**config.mk**
```make
export PLATFORM = sky130hd
export DESIGN_NAME = pcm_byte_port
export DESIGN_NICKNAME = d
export VERILOG_FILES = /design/src/rtl/pcm_pkg.sv /design/src/rtl/pcm_fifo.sv /design/src/rtl/pcm_clkgen.sv /design/src/rtl/pcm_shifter.sv /design/src/rtl/pcm_byte_port.sv
export SDC_FILE = /design/constraint.sdc
export NUM_CORES = 1
export LEC_CHECK = 0
export CAP_MARGIN = 15
export CORE_ASPECT_RATIO = 1.75
export CORE_MARGIN = 3
export CORE_UTILIZATION = 25
export CTS_CLUSTER_SIZE = 28
export DETAILED_ROUTE_END_ITERATION = 10
export DONT_BUFFER_PORTS = 1
export SLEW_MARGIN = 5
export SYNTH_ARGS = -nofsm -noshare
export SYNTH_HDL_FRONTEND = slang
export SYNTH_SLANG_ARGS = --single-unit
```
**constraint.sdc**
```tcl
create_clock -name clk_i -period 3.8 [get_ports clk_i]
set_input_delay 0.38 -clock clk_i [delete_from_list [all_inputs] [get_ports clk_i]]
set_output_delay 0.38 -clock clk_i [all_outputs]
set_load 0.02 [all_outputs]
```
**src/rtl/pcm_pkg.sv**
```systemverilog
package pcm_pkg;
  localparam int BYTE_W = 8;
  typedef logic [BYTE_W-1:0] pcm_byte_t;
endpackage

```
**src/rtl/pcm_fifo.sv**
```systemverilog
module pcm_fifo #(
  parameter int DEPTH = 8
) (
  input  logic              clk_i,
  input  logic              rst_ni,
  input  logic              push_i,
  input  pcm_pkg::pcm_byte_t data_i,
  input  logic              pop_i,
  output pcm_pkg::pcm_byte_t data_o,
  output logic              full_o,
  output logic              empty_o,
  output logic              drop_o
);
  localparam int AW = (DEPTH > 1) ? $clog2(DEPTH) : 1;
  localparam int CW = $clog2(DEPTH + 1);

  pcm_pkg::pcm_byte_t mem_q [DEPTH];
  logic [AW-1:0] wptr_q, rptr_q;
  logic [CW-1:0] cnt_q;
  logic push_ok, pop_ok;

  assign full_o  = (cnt_q == CW'(DEPTH));
  assign empty_o = (cnt_q == '0);
  assign push_ok = push_i && !full_o;
  assign pop_ok  = pop_i && !empty_o;
  assign drop_o  = push_i && full_o;
  assign data_o  = mem_q[rptr_q];

  function automatic logic [AW-1:0] nxt(input logic [AW-1:0] p);
    return (p == AW'(DEPTH - 1)) ? '0 : p + 1'b1;
  endfunction

  always_ff @(posedge clk_i or negedge rst_ni) begin
    if (!rst_ni) begin
      wptr_q <= '0;
      rptr_q <= '0;
      cnt_q  <= '0;
      for (int i = 0; i < DEPTH; i++) mem_q[i] <= '0;
    end else begin
      if (push_ok) begin
        mem_q[wptr_q] <= data_i;
        wptr_q <= nxt(wptr_q);
      end
      if (pop_ok) rptr_q <= nxt(rptr_q);
      case ({push_ok, pop_ok})
        2'b10:   cnt_q <= cnt_q + 1'b1;
        2'b01:   cnt_q <= cnt_q - 1'b1;
        default: cnt_q <= cnt_q;
      endcase
    end
  end
endmodule

```
**src/rtl/pcm_clkgen.sv**
```systemverilog
module pcm_clkgen #(
  parameter int DIV = 8
) (
  input  logic clk_i,
  input  logic rst_ni,
  input  logic en_i,
  output logic rise_o,
  output logic fall_o,
  output logic sclk_o
);
  localparam int HALF = DIV / 2;
  localparam int CW   = (DIV > 1) ? $clog2(DIV) : 1;

  logic [CW-1:0] cnt_q;

  assign rise_o = en_i && (cnt_q == '0);
  assign fall_o = en_i && (cnt_q == CW'(HALF));

  always_ff @(posedge clk_i or negedge rst_ni) begin
    if (!rst_ni) begin
      cnt_q  <= '0;
      sclk_o <= 1'b0;
    end else if (!en_i) begin
      cnt_q  <= '0;
      sclk_o <= 1'b0;
    end else begin
      cnt_q <= (cnt_q == CW'(DIV - 1)) ? '0 : cnt_q + 1'b1;
      if (rise_o)      sclk_o <= 1'b1;
      else if (fall_o) sclk_o <= 1'b0;
    end
  end
endmodule

```
**src/rtl/pcm_shifter.sv**
```systemverilog
module pcm_shifter (
  input  logic              clk_i,
  input  logic              rst_ni,
  input  logic              en_i,
  input  logic              rise_i,
  input  logic              fall_i,
  input  logic              sdi_i,
  input  logic              tx_empty_i,
  input  pcm_pkg::pcm_byte_t tx_data_i,
  output logic              tx_pop_o,
  output logic              rx_push_o,
  output pcm_pkg::pcm_byte_t rx_data_o,
  output logic              sync_o,
  output logic              sdo_o
);
  localparam int BW = pcm_pkg::BYTE_W;
  localparam int IW = $clog2(BW);
  localparam logic [IW-1:0] LAST = IW'(BW - 1);

  pcm_pkg::pcm_byte_t sr_q;
  logic [IW-1:0] bit_q;
  logic in_q;

  assign tx_pop_o  = rise_i && (bit_q == LAST) && !tx_empty_i;
  assign rx_push_o = fall_i && (bit_q == LAST);
  assign rx_data_o = {sr_q[BW-2:0], sdi_i};
  assign sdo_o     = sr_q[BW-1];

  always_ff @(posedge clk_i or negedge rst_ni) begin
    if (!rst_ni) begin
      sr_q   <= '0;
      bit_q  <= LAST;
      in_q   <= 1'b0;
      sync_o <= 1'b0;
    end else if (!en_i) begin
      // abandon any partial byte; next enable opens a new frame
      bit_q  <= LAST;
      sync_o <= 1'b0;
    end else begin
      if (fall_i) in_q <= sdi_i;
      if (rise_i) begin
        if (bit_q == LAST) begin
          bit_q  <= '0;
          sync_o <= 1'b1;
          sr_q   <= tx_empty_i ? {sr_q[BW-2:0], in_q} : tx_data_i;
        end else begin
          bit_q  <= bit_q + 1'b1;
          sync_o <= 1'b0;
          sr_q   <= {sr_q[BW-2:0], in_q};
        end
      end
    end
  end
endmodule

```
**src/rtl/pcm_byte_port.sv**
```systemverilog
module pcm_byte_port #(
  parameter int DIV   = 8,
  parameter int DEPTH = 8
) (
  input  logic       clk_i,
  input  logic       rst_ni,
  input  logic       en_i,
  input  logic       wr_i,
  input  logic [7:0] wdata_i,
  input  logic       rd_i,
  output logic [7:0] rdata_o,
  output logic       tx_full_o,
  output logic       tx_empty_o,
  output logic       rx_full_o,
  output logic       rx_empty_o,
  output logic       tx_ovf_o,
  output logic       rx_ovr_o,
  output logic       sclk_o,
  output logic       sync_o,
  output logic       sdo_o,
  input  logic       sdi_i
);
  logic rise, fall, tx_pop, rx_push, tx_drop, rx_drop;
  pcm_pkg::pcm_byte_t tx_head, rx_byte;

  pcm_fifo #(.DEPTH(DEPTH)) u_tx_fifo (
    .clk_i, .rst_ni, .push_i(wr_i), .data_i(wdata_i), .pop_i(tx_pop),
    .data_o(tx_head), .full_o(tx_full_o), .empty_o(tx_empty_o), .drop_o(tx_drop)
  );

  pcm_fifo #(.DEPTH(DEPTH)) u_rx_fifo (
    .clk_i, .rst_ni, .push_i(rx_push), .data_i(rx_byte), .pop_i(rd_i),
    .data_o(rdata_o), .full_o(rx_full_o), .empty_o(rx_empty_o), .drop_o(rx_drop)
  );

  pcm_clkgen #(.DIV(DIV)) u_clkgen (
    .clk_i, .rst_ni, .en_i, .rise_o(rise), .fall_o(fall), .sclk_o
  );

  pcm_shifter u_shifter (
    .clk_i, .rst_ni, .en_i, .rise_i(rise), .fall_i(fall), .sdi_i,
    .tx_empty_i(tx_empty_o), .tx_data_i(tx_head), .tx_pop_o(tx_pop),
    .rx_push_o(rx_push), .rx_data_o(rx_byte), .sync_o, .sdo_o
  );

  always_ff @(posedge clk_i or negedge rst_ni) begin
    if (!rst_ni) begin
      tx_ovf_o <= 1'b0;
      rx_ovr_o <= 1'b0;
    end else begin
      if (tx_drop) tx_ovf_o <= 1'b1;
      if (rx_drop) rx_ovr_o <= 1'b1;
    end
  end
endmodule

```
==> summary.md, run 1 <==
| Metric | Value |
|---|---|
| Status | `finished, violations left` |
| Failing checks | `hold timing` |
| Root Driver | `clkbuf_16` |
| Final Critical Period | `3.17 ns` |
| CTS Hold Buffers Added | `1` |
| Vias | `4355` |
| Clk pwr share | `28.9%` |
| Layout cell share with drive strength beyond 1 | `41.9%` |
| Sum Neg Setup Slack | `0 ns` |
| Synth top area share | `51.8%` |
| F_max | `315 MHz` |
| Hold_ws | `-0.347 ns` |
| Remaining antenna violation count after routing | `0` |
| Synthesis Warnings | `0` |
| Final Skew | `0.00894 ns` |
| Remaining Overflow, GRT | `0` |
| Worst path top cell family by delay | `adder cells` |
| Core box area | `30900 sq um` |
| Max IR drop VDD | `344 uV` |
| Tcrit/Tclk final | `83.5%` |
| Final setup fails | `0` |
| Ys async rst share | `100%` |
| Number of max-cap violations | `0` |
| Reg2reg start | `u_shifter.bit_q[0]` |
| Yosys reg bits | `167` |
| Worst skew pair latency | `0.43 ns` |
| Die Y | `241 microns` |
| Internal | `4430 uW` |
| Relative slew slack | `41.7%` |
| Critical path's slowest cell | `dfstp_2` |
| CP cell instances | `ha_1 -> ha_1 -> nand4_1 -> or2_1 -> ha_1 -> ha_1 -> a21oi_1 -> o21ai_0 -> o311ai_0` |
| IO buf count | `0` |
| Min-delay worst type | `in -> async` |
| Synth top area cells | `dfrtp_1 52%, mux2_2 20%, mux4_2 9.1%` |
| RSZ-0062 raised after global routing | `no` |
| Worst Tran Pin Value | `0.874 ns` |
| CTS Buffer Depth | `2` |
| Synth Instances | `539` |
| Total clock sinks | `167` |
| Post-Place Cells | `906` |
| Largest net degree at the start of global routing | `168` |
| Nets | `569` |
| Ys flop type | `dfrtp_1` |
| P_sw | `1930 uW` |
| Final Hold Fails | `167` |
| Number of diodes | `0` |
| Worst Path Max Fanout | `14` |
| Die footprint | `33900 sq um` |
| Clock tree from TritonCTS | `done` |
| Number of synthesized flops with an enable pin | `0` |
| Crit path buf inv count | `0` |
| Std-Cell Rows | `85` |
| Vias in the first global route | `4682` |
| All-layer global routing usage | `10.3%` |
| CP endpoint kind | `flop` |
| Worst path most repeated cell | `ha_1` |
| I/O pins | `31` |
| Synthesized area | `7920 sq um` |
| DRT Wirelength | `16200 microns` |
| Pins Over Slew Limit | `0` |
| Reg2reg end | `u_rx_fifo.cnt_q[3]` |
| Startpoint Class | `flop` |
| Critical path class | `reg -> reg` |
| Layout Cells excl Fill | `938` |
| CP peak stage delay | `0.55 ns` |
| Initial antenna violation count | `0` |
| Routed length per instance | `17.3 microns` |
| H-tree Lvls | `4` |
| R2R Setup Slk | `0.63 ns` |
| Drt initial violations | `204` |
| Worst path arrival time | `3.48 ns` |
| DRC viols | `0` |
| Initial Util | `25.6%` |
| Switching Share | `30.4%` |
| Synth-to-Final Area Change | `13.3%` |
| Drt via density | `4.64` |
| Cell taking the most area after synthesis | `dfrtp_1` |
| Logic pwr share | `25.6%` |
| Die Span X | `141 microns` |
| First-pass GRT wire length | `26800 microns` |
| Power Density | `709 nW/um^2` |
| Cts bufs inserted | `17` |
| Reg2reg path depth | `9` |
| Flop pwr share | `45.4%` |
| Seq/Total Area, Yosys | `52.8%` |
| Pre-Repair DR Iteration Count | `6` |
| Worst Path Required | `4.11 ns` |
| Detail Placement HPWL | `11000 microns` |
| Unique masters post-synth | `45` |
| LEAKAGE | `0.00392 uW` |
| Mapped Nets | `573` |
| CTS clock-pin slew for the worst setup and hold paths | `0.06 ns` |
| Syn avg cell area | `14.7 sq um` |
| Final Wtd Congestion | `0.721` |
## how the worst max path moves through the flow
stage / from / end / slack (ns) / depth (start not counted)
floorplan: u_rx_fifo.cnt_q[0] / u_rx_fifo.cnt_q[3] / 1.04 / 8
global placement: u_shifter.bit_q[0] / u_rx_fifo.cnt_q[3] / 0.76 / 9
detailed placement: u_shifter.bit_q[0] / u_rx_fifo.cnt_q[3] / 0.68 / 9
CTS: u_shifter.bit_q[0] / u_rx_fifo.cnt_q[3] / 0.67 / 9
global route: u_shifter.bit_q[0] / u_rx_fifo.cnt_q[3] / 0.42 / 9
finish: u_shifter.bit_q[0] / u_rx_fifo.cnt_q[3] / 0.63 / 9
## power groups by stage
stage	combinational [uW]	sequential (uW)	clock, uW
after CTS	1670	2910	1890
final	1630	2890	1840
after global placement	1630	2910	0
after floorplan	1600	2540	0
after global routing	1820	2990	1970
after detailed placement	1660	2940	0
## timing repair
item | in CTS | in global routing
endpoints found under the hold margin | 169 | 167
resized for setup | 0 | 0
buffers inserted | 0 | 0
## routing by layer
metal | share of wire, % | wire length [microns] | GRT usage (%) | up-vias
li1 | - | - | - | 1970
met1 | 38 | 6160 | 10.8 | 2315
met2 | 56 | 9060 | 19.0 | 46
met3 | 3.7 | 606 | 3.08 | 24
met4 | 2.6 | 416 | 4.20 | 0
met5 | 0 | 0 | 0 | -
## final cells by class
class	instances	area [sq um]
clock buffers	19	453
repair buffers	9	70.1
multi-input cells	328	3550
well taps	391	489
flip-flops and latches	167	4180
fillers	3053	22000
clock inverters	12	174
inverters	12	45.0
## flip-flops by register name (all words and copies together), names as in the netlist
name and count:
u_shifter.bit_q 3, rx_ovr_o 1, u_rx_fifo.cnt_q 4, u_tx_fifo.wptr_q 3, u_tx_fifo.rptr_q 3, tx_ovf_o 1, u_tx_fifo.mem_q 64, u_shifter.in_q 1
u_shifter.sr_q 8, u_clkgen.sclk_o 1, u_rx_fifo.rptr_q 3, u_rx_fifo.mem_q 64, u_tx_fifo.cnt_q 4, u_rx_fifo.wptr_q 3, u_clkgen.cnt_q 3, u_shifter.sync_o 1
## cells in the mapped netlist, types with 2 or more instances
cell / n
dfstp_2: 3
o311ai_0: 2
buf_1: 12
o21ai_0: 15
buf_2: 6
ha_1: 19
nor3_1: 6
inv_1: 12
xor2_1: 5
mux2_2: 141
nand2_1: 17
nor4b_4: 3
nand2b_1: 8
xnor2_1: 2
nor2_1: 2
nor4_1: 3
nand3_2: 3
nor4bb_1: 2
nand3b_1: 3
a21oi_1: 11
mux4_2: 32
a211oi_1: 2
mux2i_1: 11
dfrtp_1: 164
clkbuf_1: 12
nor2_2: 2
nor4b_2: 2
buf_6: 2
nor3b_1: 11
a21o_1: 5
nand3_1: 3
nor2b_1: 4
and2_1: 2
## per-stage QoR
step	setup WS [ns]	utilization, %	total power (uW)	area, sq um
after CTS	0.673	29.0	6470	8960
final	0.629	29.0	6360	8960
after global placement	0.761	26.9	4550	8330
after global routing	0.420	29.0	6770	8960
after detailed placement	0.681	26.9	4600	8330
after floorplan	1.04	-	4140	7920
## worst register-to-register path: cells and delay by family (launching register included)
family | cells | cell delay, ns
adder cells (fa/ha/maj) | 4 | 1.11
AND/OR/NAND/NOR | 2 | 0.65
AO/OA/AOI/OAI | 3 | 0.74
flip-flops | 1 | 0.55
## layout by cell type (no fill, tap or decap), drive strengths merged, types with 3 or more instances in the layout
master / instances
nand3b: 3
nor4b: 5
dfstp: 3
a21oi: 11
mux2: 141
clkbuf: 19
bufinv: 4
nor3: 7
clkinv: 6
dfrtp: 164
nor4: 4
nand2: 17
xor2: 5
o21ai: 15
nor2: 4
mux2i: 11
mux4: 32
ha: 19
inv: 13
nor3b: 11
nand2b: 8
nand3: 6
nor2b: 4
a21o: 5
buf: 8
## cells by family after synthesis
| logic type | synth area share, % |
|---|---|
| simple gates | 7.33 |
| xor+xnor | 0.775 |
| flops | 52.8 |
| compound gates | 2.86 |
| mux | 30.6 |
| buf+inv | 2.37 |
| fa+ha+maj | 3.26 |
Note: power is estimated with default switching activity, not from simulation.
==> inputs of run 2 (changes only) <==
--- a/config.mk
+++ b/config.mk
@@ -5,6 +5,7 @@
 export SDC_FILE = /design/constraint.sdc
 export NUM_CORES = 1
 export LEC_CHECK = 0
+export ABC_AREA = 1
 export CAP_MARGIN = 15
 export CORE_ASPECT_RATIO = 1.75
 export CORE_MARGIN = 3
==> constraint.sdc (replaced) <==
create_clock -name clk_i -period 3.1 [get_ports clk_i]
set_input_delay 0.31 -clock clk_i [delete_from_list [all_inputs] [get_ports clk_i]]
set_output_delay 0.31 -clock clk_i [all_outputs]
set_load 0.02 [all_outputs]
==> run 2 against run 1 <==
The run still ends with hold timing left. Routed wire length rose by 20%. Final area rose by 2.2%. Worst setup slack improved by 0.011 ns. Combinational power rose by 91%. Synthesized cell count rose by 83%. Die area rose by 3.2%. Maximum frequency rose by 29%. Flip-flop and latch count did not move. Via count rose by 43%. Clock power rose by 18%. Clock skew rose by 0.0049 ns.
==> summary.md, run 2 <==
| Metric | Value |
|---|---|
| Initial Util | `25.4%` |
| Yosys reg bits | `167` |
| Final Critical Period | `2.46 ns` |
| CTS Buffer Depth | `2` |
| Status | `finished, violations left` |
| Drt initial violations | `488` |
| Reg2reg start | `u_shifter.bit_q[0]` |
| Wire length on met3 | `490 microns` |
| Sum Neg Setup Slack | `0 ns` |
| IO buf count | `0` |
| Synth-to-Final Area Change | `12.0%` |
| Vias | `6236` |
| Reg2reg end | `u_tx_fifo.cnt_q[2]` |
| Startpoint Class | `flop` |
| Failing checks | `hold timing` |
| Ys flop type | `dfrtp_1` |
| Worst path top cell family by delay | `adder cells` |
| Crit path buf inv count | `2` |
| Final Skew | `0.0139 ns` |
| Worst Tran Pin Value | `0.667 ns` |
| Final Wtd Congestion | `0.766` |
| Worst Path Max Fanout | `10` |
| CTS Hold Buffers Added | `2` |
| Vias in the first global route | `6166` |
| Critical path class | `reg -> reg` |
| Remaining Overflow, GRT | `0` |
| Critical path's slowest cell | `dfstp_2` |
| Synth top area share | `50.2%` |
| F_max | `406 MHz` |
| Routed length per instance | `14.1 microns` |
| Die Y | `245 microns` |
| Switching Share | `41.2%` |
| Synthesis Warnings | `0` |
| Seq/Total Area, Yosys | `51.1%` |
| Synthesized area | `8180 sq um` |
| Unique masters post-synth | `36` |
| First-pass GRT wire length | `32300 microns` |
| Number of diodes | `0` |
| Detail Placement HPWL | `12900 microns` |
| Most frequent cells in the layout | `270 x nand2_1, 164 x dfrtp_1, 128 x o21ai_0` |
| DRT Wirelength | `19600 microns` |
| Final setup fails | `0` |
| Root Driver | `clkbuf_16` |
| LEAKAGE | `0.00445 uW` |
| Largest net degree at the start of global routing | `168` |
| Hold_ws | `-0.425 ns` |
| Clock tree from TritonCTS | `done` |
| P_sw | `3550 uW` |
| Most frequent cell after synthesis | `nand2_1` |
| CP endpoint kind | `flop` |
| Final Hold Fails | `167` |
| DRC viols | `0` |
| Area after DPL | `8540 sq um` |
| Clk pwr share | `25.3%` |
| Flop pwr share | `38.6%` |
| Die Span X | `143 microns` |
| Number of synthesized flops with an enable pin | `0` |
| H-tree Lvls | `4` |
| Number of max-cap violations | `0` |
| Worst path arrival time | `2.77 ns` |
| Tcrit/Tclk final | `79.4%` |
| Remaining antenna violation count after routing | `0` |
| Ys async rst share | `100%` |
| Synth top area cells | `dfrtp_1 50%, nand2_1 12%, o21ai_0 7.8%` |
| WP depth | `13` |
| Routed wl met2 | `10400 microns` |
| Worst Path Required | `3.41 ns` |
| Critical Path Start | `u_shifter.bit_q[0]` |
| Min-delay worst type | `in -> async` |
| Max IR drop VDD | `270 uV` |
| Logic pwr share | `36.1%` |
| Initial antenna violation count | `0` |
| Syn avg cell area | `8.30 sq um` |
| I/O pins | `31` |
| Cts bufs inserted | `17` |
| Nets | `1011` |
| RSZ-0062 raised after global routing | `no` |
| All-layer global routing usage | `11.6%` |
| Layout cell share with drive strength beyond 1 | `7.88%` |
| Synth Instances | `985` |
| Worst path most repeated cell | `ha_1` |
| Std-Cell Rows | `87` |
| Power Density | `940 nW/um^2` |
| CP cell instances | `ha_1 -> ha_1 -> nand2_1 -> nor2_1 -> buf_4 -> ha_1 -> nand2_1 -> inv_1 -> nor2_1 -> ha_1 -> a21oi_1 -> xor2_1 -> o21ai_0` |
| Core box area | `32200 sq um` |
| Top layer in use | `met4` |
| R2R Setup Slk | `0.64 ns` |
| Worst skew pair latency | `0.43 ns` |
| Reg2reg path depth | `13` |
| Pre-Repair DR Iteration Count | `5` |
| Die footprint | `35000 sq um` |
| Mapped Nets | `1019` |
| Number of setup buffers added after CTS | `0` |
| Final instance area | `9160 sq um` |
| Commonest non-fill, non-tap cell in the layout | `nand2_1` |
| Cell taking the most area after synthesis | `dfrtp_1` |
| Leading post-synthesis cells by instance count | `270 x nand2_1, 164 x dfrtp_1, 128 x o21ai_0` |
| Pins Over Slew Limit | `0` |
| CTS clock-pin slew for the worst setup and hold paths | `0.07 ns` |
| Relative slew slack | `55.4%` |
| Drt via density | `4.49` |
| Met1 wire length | `8090 microns` |
| Internal | `5070 uW` |
| Total clock sinks | `167` |
| CP peak stage delay | `0.54 ns` |
| Largest regs | `u_rx_fifo.mem_q x64, u_tx_fifo.mem_q x64, u_shifter.sr_q x8` |
## run 2: changes by cell type in the layout (fill, tap and decap cells not counted), moves of 54 or more
cell     before  now
nand2_1      17  270
mux2_2      141    0
nor2_1        2   57
inv_1        12  112
o21ai_0      15  128
o21ai_1       0   54
nand3_1       3   65
## run 2: power groups by stage
stage / clock, uW / sequential, uW / combinational, uW
global placement: 0 / 3340 / 3090
CTS: 2240 / 3330 / 3170
global route: 2310 / 3410 / 3610
finish: 2180 / 3320 / 3110
detailed placement: 0 / 3360 / 3150
floorplan: 0 / 3230 / 2420
## run 2: routing by layer
layer	up-vias	global-route usage, %
met3	32	1.93
met5	-	0
met4	0	5.32
met1	2964	13.3
met2	95	20.8
li1	3145	-
## run 2: worst max-delay path by stage
stage                                    end  slack [ns]
after global placement    u_rx_fifo.cnt_q[3]        0.63
after detailed placement  u_tx_fifo.cnt_q[2]        0.61
after CTS                 u_tx_fifo.cnt_q[2]        0.60
final                     u_tx_fifo.cnt_q[2]        0.64
after floorplan           u_tx_fifo.cnt_q[2]        0.77
after global routing      u_tx_fifo.cnt_q[2]        0.34
## run 2: through the flow
| step | power [uW] | setup WS, ns | std cells | util [%] |
|---|---|---|---|---|
| after global routing | 9340 | 0.341 | 1390 | 28.4 |
| final | 8610 | 0.640 | 1390 | 28.4 |
| after floorplan | 5650 | 0.772 | 985 | - |
| after detailed placement | 6510 | 0.606 | 1356 | 26.5 |
| after CTS | 8740 | 0.600 | 1390 | 28.4 |
| after global placement | 6420 | 0.630 | 1356 | 26.5 |
## run 2: final cells by class
| type | instances | area, sq um |
|---|---|---|
| well taps | 400 | 500 |
| inverters | 117 | 439 |
| clock inverters | 14 | 165 |
| clock buffers | 18 | 439 |
| repair buffers | 12 | 95.1 |
| fillers | 3463 | 23100 |
| multi-input cells | 662 | 3340 |
| flip-flops and latches | 167 | 4180 |
## run 2: logic make-up (layout without fill, tap and decap cells)
| kind of cell | after synthesis | count (layout) | synth area share, % |
|---|---|---|---|
| AOI/OAI and AO/OA | 219 | 219 | 13.9 |
| xor gates and xnor gates | 5 | 5 | 0.535 |
| adders and majority gates | 20 | 20 | 3.15 |
| buffers and inverters | 156 | 161 | 8.01 |
| DFF | 167 | 167 | 51.1 |
| and+or+nand+nor | 418 | 418 | 23.2 |
## run 2: repair_timing
item / 4_1_cts / 5_1_grt
gates resized for setup: 0 / 0
hold endpoints to repair: 172 / 167
endpoints found under the setup margin: 0 / 0
